$ cat config.mk
export PLATFORM = sky130hd
export DESIGN_NAME = pwr_mode_ctl
export DESIGN_NICKNAME = d
export VERILOG_FILES = /design/src/rtl/pmc_pkg.sv /design/src/rtl/pmc_req_arb.sv /design/src/rtl/pmc_rst_gen.sv /design/src/rtl/pmc_halt_cnt.sv /design/src/rtl/pwr_mode_ctl.sv
export SDC_FILE = /design/constraint.sdc
export NUM_CORES = 1
export LEC_CHECK = 0
export ABC_CLOCK_PERIOD_IN_PS = 1800
export BUFFER_PORTS_ARGS = -buffer_cell sky130_fd_sc_hd__buf_2
export CAP_MARGIN = 15
export CORE_UTILIZATION = 49
export DETAILED_ROUTE_END_ITERATION = 12
export PLACE_DENSITY = 0.73
export SLEW_MARGIN = 20
export SYNTH_ARGS = -nofsm -noshare
export SYNTH_HDL_FRONTEND = slang
export SYNTH_HIERARCHICAL = 1
export SYNTH_SLANG_ARGS = --single-unit
$ cat constraint.sdc
create_clock -name clk -period 1.8 [get_ports clk]
set_clock_uncertainty 0.1 [all_clocks]
set_input_delay 0.36 -clock clk [delete_from_list [all_inputs] [get_ports clk]]
set_output_delay 0.36 -clock clk [all_outputs]
set_load 0.005 [all_outputs]
$ cat src/rtl/pmc_pkg.sv
package pmc_pkg;
  localparam int REG_W     = 8;
  localparam int B_STOP    = 7;
  localparam int B_SLEEP   = 6;
  localparam int B_PADF    = 5;
  localparam int B_IRST    = 4;
  localparam int B_TBT     = 3;
  localparam int B_HSEL_HI = 2;
  localparam int B_HSEL_LO = 1;
  localparam int B_RSV     = 0;
  localparam logic [REG_W-1:0] RD_MASK = 8'h27;

  typedef enum logic [1:0] {
    WIN_NONE  = 2'd0,
    WIN_SLEEP = 2'd1,
    WIN_TBT   = 2'd2,
    WIN_STOP  = 2'd3
  } mode_win_e;
endpackage

$ cat src/rtl/pmc_req_arb.sv
module pmc_req_arb
  import pmc_pkg::*;
(
  input  logic clk,
  input  logic rst,
  input  logic wr_stb,
  input  logic want_stop,
  input  logic want_sleep,
  input  logic want_tbt,
  output logic req_stop,
  output logic req_sleep,
  output logic req_tbt
);
  mode_win_e win;

  always_comb begin
    win = WIN_NONE;
    if (wr_stb) begin
      if (want_stop)       win = WIN_STOP;
      else if (want_tbt)   win = WIN_TBT;
      else if (want_sleep) win = WIN_SLEEP;
    end
  end

  always_ff @(posedge clk) begin
    if (rst) begin
      req_stop  <= 1'b0;
      req_sleep <= 1'b0;
      req_tbt   <= 1'b0;
    end else begin
      req_stop  <= (win == WIN_STOP);
      req_sleep <= (win == WIN_SLEEP);
      req_tbt   <= (win == WIN_TBT);
    end
  end

  assert_stop_cause_R3: assert property (@(posedge clk) disable iff (rst)
    req_stop |-> $past(wr_stb && want_stop));
  assert_tbt_cause_R4: assert property (@(posedge clk) disable iff (rst)
    req_tbt |-> $past(wr_stb && want_tbt && !want_stop));
  assert_sleep_cause_R5: assert property (@(posedge clk) disable iff (rst)
    req_sleep |-> $past(wr_stb && want_sleep && !want_stop && !want_tbt));
endmodule

$ cat src/rtl/pmc_rst_gen.sv
module pmc_rst_gen #(
  parameter int RST_MCYC = 3,
  parameter int MC_CLKS  = 1
) (
  input  logic clk,
  input  logic rst,
  input  logic trig,
  output logic irst_out
);
  localparam int TOTAL = RST_MCYC * MC_CLKS;
  localparam int CW    = $clog2(TOTAL + 1);

  logic [CW-1:0] cnt;

  always_ff @(posedge clk) begin
    if (rst) begin
      cnt <= '0;
    end else if (cnt != '0) begin
      cnt <= cnt - 1'b1;
    end else if (trig) begin
      cnt <= CW'(TOTAL);
    end
  end

  assign irst_out = (cnt != '0);

  logic [CW:0] run_len;
  always_ff @(posedge clk) begin
    if (rst)           run_len <= '0;
    else if (irst_out) run_len <= run_len + 1'b1;
    else               run_len <= '0;
  end

  assert_pulse_len_R6: assert property (@(posedge clk) disable iff (rst)
    $fell(irst_out) |-> (run_len == (CW+1)'(TOTAL)));
  assert_no_extend_R7: assert property (@(posedge clk) disable iff (rst)
    run_len <= (CW+1)'(TOTAL));
endmodule

$ cat src/rtl/pmc_halt_cnt.sv
module pmc_halt_cnt #(
  parameter int SEL_W = 2,
  parameter int SHIFT = 2
) (
  input  logic             clk,
  input  logic             rst,
  input  logic [SEL_W-1:0] sel,
  input  logic             acc,
  output logic             halt
);
  localparam int MAXN = (1 << ((1 << SEL_W) - 1 + SHIFT)) + 1;
  localparam int CW   = $clog2(MAXN + 1);

  logic [CW-1:0] load_n;
  logic [CW-1:0] cnt;

  always_comb begin
    int tmp;
    tmp = (1 << (int'(sel) + SHIFT)) + 1;
    load_n = (sel == '0) ? '0 : CW'(tmp);
  end

  always_ff @(posedge clk) begin
    if (rst) begin
      cnt <= '0;
    end else if (cnt != '0) begin
      cnt <= cnt - 1'b1;
    end else if (acc) begin
      cnt <= load_n;
    end
  end

  assign halt = (cnt != '0);

  logic [CW:0] hrun;
  logic [CW:0] lat_n;
  always_ff @(posedge clk) begin
    if (rst) begin
      hrun  <= '0;
      lat_n <= '0;
    end else begin
      hrun <= halt ? hrun + 1'b1 : '0;
      if (acc && !halt) lat_n <= {1'b0, load_n};
    end
  end

  assert_halt_len_R9: assert property (@(posedge clk) disable iff (rst)
    $fell(halt) |-> (hrun == lat_n));
  assert_zero_code_R10: assert property (@(posedge clk) disable iff (rst)
    (acc && !halt && sel == '0) |=> !halt);
endmodule

$ cat src/rtl/pwr_mode_ctl.sv
module pwr_mode_ctl
  import pmc_pkg::*;
#(
  parameter int RST_MCYC   = 3,
  parameter int MC_CLKS    = 1,
  parameter int HALT_SHIFT = 2
) (
  input  logic             clk,
  input  logic             rst,
  input  logic             bus_wr,
  input  logic             bus_rd,
  input  logic [REG_W-1:0] bus_wdata,
  output logic [REG_W-1:0] bus_rdata,
  input  logic             cpu_acc,
  output logic             req_stop,
  output logic             req_sleep,
  output logic             req_tbt,
  output logic             pad_float,
  output logic             irst_out,
  output logic             cpu_halt
);
  localparam int SEL_W = B_HSEL_HI - B_HSEL_LO + 1;

  logic             padf_q;
  logic [SEL_W-1:0] hsel_q;
  logic             rsv_q;
  logic [REG_W-1:0] rd_view;

  always_ff @(posedge clk) begin
    if (rst) begin
      padf_q <= 1'b0;
      hsel_q <= '0;
      rsv_q  <= 1'b0;
    end else if (bus_wr) begin
      padf_q <= bus_wdata[B_PADF];
      hsel_q <= bus_wdata[B_HSEL_HI:B_HSEL_LO];
      rsv_q  <= bus_wdata[B_RSV];
    end
  end

  always_comb begin
    rd_view = '0;
    rd_view[B_PADF]              = padf_q;
    rd_view[B_HSEL_HI:B_HSEL_LO] = hsel_q;
    rd_view[B_RSV]               = rsv_q;
  end

  always_ff @(posedge clk) begin
    if (rst)         bus_rdata <= '0;
    else if (bus_rd) bus_rdata <= rd_view;
  end

  assign pad_float = padf_q;

  pmc_req_arb u_arb (
    .clk        (clk),
    .rst        (rst),
    .wr_stb     (bus_wr),
    .want_stop  (bus_wdata[B_STOP]),
    .want_sleep (bus_wdata[B_SLEEP]),
    .want_tbt   (bus_wdata[B_TBT]),
    .req_stop   (req_stop),
    .req_sleep  (req_sleep),
    .req_tbt    (req_tbt)
  );

  pmc_rst_gen #(
    .RST_MCYC (RST_MCYC),
    .MC_CLKS  (MC_CLKS)
  ) u_rst (
    .clk      (clk),
    .rst      (rst),
    .trig     (bus_wr && bus_wdata[B_IRST]),
    .irst_out (irst_out)
  );

  pmc_halt_cnt #(
    .SEL_W (SEL_W),
    .SHIFT (HALT_SHIFT)
  ) u_halt (
    .clk  (clk),
    .rst  (rst),
    .sel  (hsel_q),
    .acc  (cpu_acc),
    .halt (cpu_halt)
  );

  assert_req_onehot_R5: assert property (@(posedge clk) disable iff (rst)
    $onehot0({req_stop, req_sleep, req_tbt}));
  assert_wo_read_zero_R2: assert property (@(posedge clk) disable iff (rst)
    bus_rd |=> ((bus_rdata & ~RD_MASK) == '0));
  assert_padf_follow_R8: assert property (@(posedge clk) disable iff (rst)
    bus_wr |=> (pad_float == $past(bus_wdata[B_PADF])));
endmodule

==> out/metrics.yaml, run 1 <==
synth_top_area_share_pct: 40.59
critical_path.max_stage_delay_ns: 0.37
synth_warnings: 6
insertion_delay_ns: 0.29
grt_pass1_wl_um: 2691
crit_type: "flop to output pin"
dr_total_vias: 738
row_count: 15
outcome: "completed"
place_inst: 139
hold_ws_ns: 0.1498
slew_violations: 0
initial_utilization_pct: 53.12
fin_setup_tns_ns: 0
die_h_um: 45.73
cp.arrival_ns: 1.29
cts_buffers: 3
worstHoldStart: "bus_wdata[3]"
p_leak_nw: 0.5059
clk_pin_slew_worst_paths_ns: 0.11
grt_pass1_vias: 650
placed_area_um2: 1027
first_pass_iters: 4
path_delay_family: "flip-flops"
core-area_um2: 1764
synth_top_area_cell: "dfxtp_1"
cap_violations: 0
synth_cell_types: 39
synth_common_cells: "19 x dfxtp_1, 10 x nor2_1, 8 x inv_1, 8 x mux2i_1, 5 x buf_4"
power_mw: 1.549
cts_setup_buffers: 0
chipWidth_um: 45.73
avgSynthCellArea_um2: 9.563
layout_min_cycle_time_ns: 1.754
seq_area_frac_synth_pct: 40.59
drt_iter0_drc: 14
antenna_found_initial: 0
yosysMostFrequentCell: "dfxtp_1"
cts_tree: "yes"
postSynthCellCount: 98
area_delta_synth_final_pct: 15.35
fin_crit_sh_pct: 97.47
portBuffers: 22
grt_max_degree: 18
ir_worst_vdd_mv: 1.006
antennaDiodeCount: 0
worst-r2r-cell-count: 5
finalHoldViolCount: 0
powerDensity_nw_per_um2: 1433
crit_path_start_kind: "flop"
crit_chain: "inv_2 -> ha_4 -> nor2b_4 -> nand2_1 -> buf_2"
rsz0062_at_grt: "false"
hold_path_depth: 2
gp_congestion: 0.8697
ys_seq_elements: 19
viasPerCell: 5.161
path_buf_inv: 2
clock.fmax_ghz: 0.5700
synth_edf_count: 0
drt_wl_total_um: 1729
synth_area_leaders: "dfxtp_1 41%, mux2i_1 8.5%, buf_4 4.0%, nor2_1 4.0%, inv_1 3.2%"
grt_usage_pct: 17.86
finalInstanceArea_um2: 1081
ant_nets: 0
ctsHtreeMaxLevel: 1
drive_gt1_share_pct: 33.90
die_area_um2: 2091
cts_buffer_depth: 2
synth_area_um2: 937.1
wl_per_cell_um: 12.09
cts_root_buf: "clkbuf_4"
final-setup-viol-count: 0
fin_nets: 134
hpwlAfterDp_um: 1242
reg2reg_from: "u_halt/cnt[0]"
critPathMaxFanout: 8
crit_slowest_cell: "dfxtp_1"
fin_cells: 143
startpoint: "u_halt/cnt[0]"
hold_path_class: "primary input to flop"
num_io_pins: 27
grt-ovfl-total: 0
path_depth: 5
cp.required_ns: 1.34
ys_async_sr_fraction_pct: 0
drc_errors: 0
clock-sinks: 19
synth-main-ff-cell: "dfxtp_1"
cp-end-kind: "output pin"
[flip-flops by register name, indices dropped and copies added (netlist names)]
register         cells
u_halt/cnt           6
bus_rdata            4
hsel_q               2
u_rst/cnt            2
pad_float            1
rsv_q                1
u_arb/req_sleep      1
u_arb/req_stop       1
u_arb/req_tbt        1
[where the power goes]
group	leakage [nW]	total, mW	internal, mW	switching (mW)
logic	0.332	0.703	0.368	0.335
registers	0.156	0.632	0.510	0.122
clock network	0.0177	0.214	0.0827	0.131
[worst paths after layout]
check        slack (ns)               to
max                0.05         cpu_halt
min                0.15  u_arb/req_sleep
max reg2reg        0.18    u_halt/cnt[5]
min reg2reg        0.38     u_rst/cnt[0]
[layout make-up]
type,count,area [um2]
fillers,167,683.2
multi-input cells,65,500.5
flip-flops and latches,19,381.6
repair buffers,22,110.1
well taps,25,31.28
inverters,8,30.03
clock buffers,3,22.52
clock inverters,1,5.005
[per-layer routing]
layer / global-route usage (%) / wire (um) / vias to the layer above
met5: 0 / 0 / -
met4: 5.882 / 12 / 0
met3: 4.762 / 94 / 2
met2: 28.57 / 801 / 28
met1: 23.28 / 821 / 334
li1: - / - / 374
[metrics by stage]
stage                     utilization [%]  setup WS [ns]
after floorplan                         -         0.2380
after global placement              58.23         0.1715
after detailed placement            58.23         0.1130
after CTS                           60.92        0.01019
after global routing                61.28       0.005309
final                               61.28        0.04551
[what timing repair did]
action	4_1_cts	5_1_grt
resized for setup	5	3
pin swaps	0	1
hold buffers	0	0
endpoints found under the setup margin	1	1
cloned	0	0
[layout by cell type (no fill, tap or decap), types with 3 or more instances in the layout]
| master | netlist | layout |
|---|---|---|
| dfxtp_1 | 19 | 18 |
| nor2_1 | 10 | 10 |
| a211oi_1 | 3 | 3 |
| mux2i_1 | 8 | 8 |
| conb_1 | 1 | 4 |
| o21ai_0 | 3 | 3 |
| buf_2 | 0 | 22 |
| inv_1 | 8 | 6 |
| clkbuf_4 | 0 | 3 |
[logic make-up (layout without fill, tap and decap cells)]
group | after synthesis | after routing | synth area share (%)
fa+ha+maj | 2 | 2 | 2.670
compound gates | 17 | 17 | 13.08
flops | 19 | 19 | 40.59
simple gates | 33 | 33 | 23.63
mux | 9 | 9 | 9.747
buf+inv | 17 | 34 | 9.880
other cells | 1 | 4 | 0.4001
Power figures use the tool's default switching activity.
==> run 2: changes to the inputs <==
--- a/config.mk
+++ b/config.mk
@@ -5,12 +5,13 @@
 export SDC_FILE = /design/constraint.sdc
 export NUM_CORES = 1
 export LEC_CHECK = 0
+export ABC_AREA = 1
 export ABC_CLOCK_PERIOD_IN_PS = 1800
 export BUFFER_PORTS_ARGS = -buffer_cell sky130_fd_sc_hd__buf_2
 export CAP_MARGIN = 15
-export CORE_UTILIZATION = 49
+export CORE_UTILIZATION = 51
 export DETAILED_ROUTE_END_ITERATION = 12
-export PLACE_DENSITY = 0.73
+export PLACE_DENSITY = 0.74
 export SLEW_MARGIN = 20
 export SYNTH_ARGS = -nofsm -noshare
 export SYNTH_HDL_FRONTEND = slang
==> run 2 against run 1 <==
Global-route usage increased by 1.7 points. First-iteration DRC count fell by 50%. Highest routed layer unchanged. Final area increased by 8.8%.
==> out/metrics.yaml, run 2 <==
crit_path_start_kind: "flop"
cp-end-kind: "output pin"
die_area_um2: 2216  # +5.9%
p_sw_mw: 0.6099  # +3.7%
grtUsageMet2_pct: 36.94  # +8.4 points
drt_iter0_drc: 7  # -7
critPathMaxFanout: 9  # +1
cp.arrival_ns: 1.23  # -0.06 ns
finalInstanceArea_um2: 1176  # +8.8%
cts_buffer_depth: 2  # unchanged
die_h_um: 47.07  # +2.9%
dr_total_vias: 917  # +24%
ys_async_sr_fraction_pct: 0  # unchanged
placed_area_um2: 1136  # +11%
grt-ovfl-total: 0  # unchanged
fin_setup_tns_ns: 0  # unchanged
initial_utilization_pct: 56.91  # +3.8 points
seqPwrFrac_pct: 39.2  # -1.6 points
wl_per_cell_um: 8.920  # -26%
ir_worst_vdd_mv: 0.7770  # -23%
synth-simple-area-share_pct: 38.41  # +15 points
drive_gt1_share_pct: 27.01  # -6.9 points
cap_violations: 0  # unchanged
synth_edf_count: 0  # unchanged
grt_pass1_vias: 772  # +19%
synth-compound-area-share_pct: 6.159  # -6.9 points
antennaDiodeCount: 0  # unchanged
first_pass_iters: 5  # +1
clkPwrFrac_pct: 14.5  # +0.7 points
finalHoldViolCount: 0  # unchanged
synth-main-ff-cell: "dfxtp_1"
gp_congestion: 0.8464  # -2.7%
insertion_delay_ns: 0.30  # about the same
crit_slowest_cell: "dfxtp_1"
grt_pass1_wl_um: 2953  # +9.7%
synth_top_area_share_pct: 36.71  # -3.9 points
power_frac_comb_pct: 46.4  # +1.0 points
final_cell_mix: "30 x nand2_1, 28 x inv_1, 28 x nor2_1"
chipWidth_um: 47.07  # +2.9%
cts_tree: "yes"
drt_wl_total_um: 1775  # +2.7%
synth_xor_xnor_area_share_pct: 0  # unchanged
synth_top_area_cell: "dfxtp_1"
synthAdderAreaFrac_pct: 2.415  # -0.25 points
top_register: "u_halt/cnt"
grt_usage_pct: 19.54  # +1.7 points
outcome: "completed"
use_met1_pct: 19.58  # -3.7 points
cts_buffers: 3  # unchanged
ctsHtreeMaxLevel: 1  # unchanged
final_common_cell: "nand2_1"
final-setup-viol-count: 0  # unchanged
reg_top3: "u_halt/cnt: 6 flops, bus_rdata: 4 flops"
synth_area_um2: 1036  # +11%
row_count: 15  # unchanged
hpwlAfterDp_um: 1427  # +15%
ant_nets: 0  # unchanged
num_io_pins: 27  # unchanged
core-area_um2: 1821  # +3.2%
slew_violations: 0  # unchanged
fin_nets: 190  # +42%
crit_type: "flop to output pin"
grtUsageMet3_pct: 6.923  # +2.2 points
rsz0062_at_grt: "false"
ys_seq_elements: 19  # unchanged
viasPerCell: 4.608  # -11%
hold_path_class: "primary input to flop"
synth_area_leaders: "dfxtp_1 37%, nand2_1 11%, inv_1 11%, nor2_1 10%, nor2_2 4.2%"
critical_path.max_stage_delay_ns: 0.39  # +0.02 ns
area_delta_synth_final_pct: 13.53
synth_top_family_by_area: "simple AND/OR/NAND/NOR gates"
nFillCells: 197  # +18%
avgSynthCellArea_um2: 6.861  # -28%
synth_common_cells: "30 x nand2_1, 29 x inv_1, 28 x nor2_1"
clock.fmax_ghz: 0.5930  # +4.0%
cp.required_ns: 1.34  # about the same
switching_share_pct: 40.91  # +3.0 points
antenna_found_initial: 0  # unchanged
largest_register_ffs: 6  # unchanged
postSynthCellCount: 151  # +54%
crit_chain: "inv_1 -> ha_4 -> nand3_4 -> buf_2"
cts_root_buf: "clkbuf_4"
layout_min_cycle_time_ns: 1.686  # -0.06823 ns
seq_area_frac_synth_pct: 36.71  # -3.9 points
powerDensity_nw_per_um2: 1268  # -12%
busiest_layer: "met2"
p_leak_nw: 0.6516  # +29%
fin_crit_sh_pct: 93.68  # -3.8 points
drc_errors: 0  # unchanged
synth_warnings: 6  # unchanged
ctsHoldBuffers: 0  # unchanged
synth_cell_types: 24  # -38%
grt_max_degree: 12  # -6
p_int_mw: 0.8810  # -8.4%
clk_pin_slew_worst_paths_ns: 0.11  # about the same
portBuffers: 22  # unchanged
yosysMostFrequentCell: "nand2_1"
muxShareOfSynthArea_pct: 0  # -9.7 points
clock-sinks: 19  # unchanged
## run 2: critical path: cells and delay by family, from the launching register on
| kind | cells | cell delay (ns) |
|---|---|---|
| flip-flops | 1 | 0.39 |
| buffers and inverters | 2 | 0.22 |
| adder cells (fa/ha/maj) | 1 | 0.18 |
| AND/OR/NAND/NOR | 1 | 0.13 |
## run 2: final timing paths
kind	start	slack [ns]	cells after the start	end
worst max register to register	u_halt/cnt[1]	0.54	7	u_halt/cnt[4]
worst min register to register	bus_rdata[5]	0.38	2	bus_rdata[5]
worst min-delay path	bus_wdata[7]	0.18	3	u_arb/req_stop
worst max-delay path	u_halt/cnt[1]	0.11	4	cpu_halt
## run 2: final cells by class
type                    count  area (um2)  area share, %
repair buffers             22       110.1          9.362
flip-flops and latches     19       380.4          32.34
well taps                  25       31.28          2.660
clock inverters             1       5.005         0.4255
clock buffers               3       22.52          1.915
inverters                  30       112.6          9.574
multi-input cells          99       514.2          43.72
## run 2: routing by layer
layer,up-vias,part of all wire [%]
met3,5,5.1
met1,400,42
li1,486,-
met2,26,52
met4,0,1.2
met5,-,0
## run 2: cell families after synthesis
group / Yosys count
simple gates: 83
compound gates: 10
fa+ha+maj: 2
flops: 19
other cells: 1
buf+inv: 36
## run 2: power groups by stage
stage          clock network, mW  registers (mW)  logic (mW)
4_1_cts                    0.233           0.583       0.676
2_1_floorplan                  0           0.577       0.540
3_3_place_gp                   0           0.585       0.640
5_1_grt                    0.243           0.594       0.803
6_report                   0.215           0.584       0.692
3_5_place_dp                   0           0.593       0.669
## run 2: through the flow
step | power (mW) | util, % | hold WS, ns | setup WS, ns | cells
4_1_cts | 1.492 | 64.05 | 0.1748 | 0.006098 | 199
3_5_place_dp | 1.262 | 62.41 | 0.3631 | 0.3200 | 195
5_1_grt | 1.639 | 64.60 | 0.1989 | 0.03555 | 199
6_report | 1.491 | 64.60 | 0.1839 | 0.1137 | 199
3_3_place_gp | 1.225 | 62.41 | 0.3581 | 0.3555 | 195
2_1_floorplan | 1.117 | - | 0.3224 | 0.5303 | 154
## run 2: timing repair
action,4_1_cts,5_1_grt
gates resized for setup,1,2
setup endpoints to repair,1,1
buffers inserted,0,0
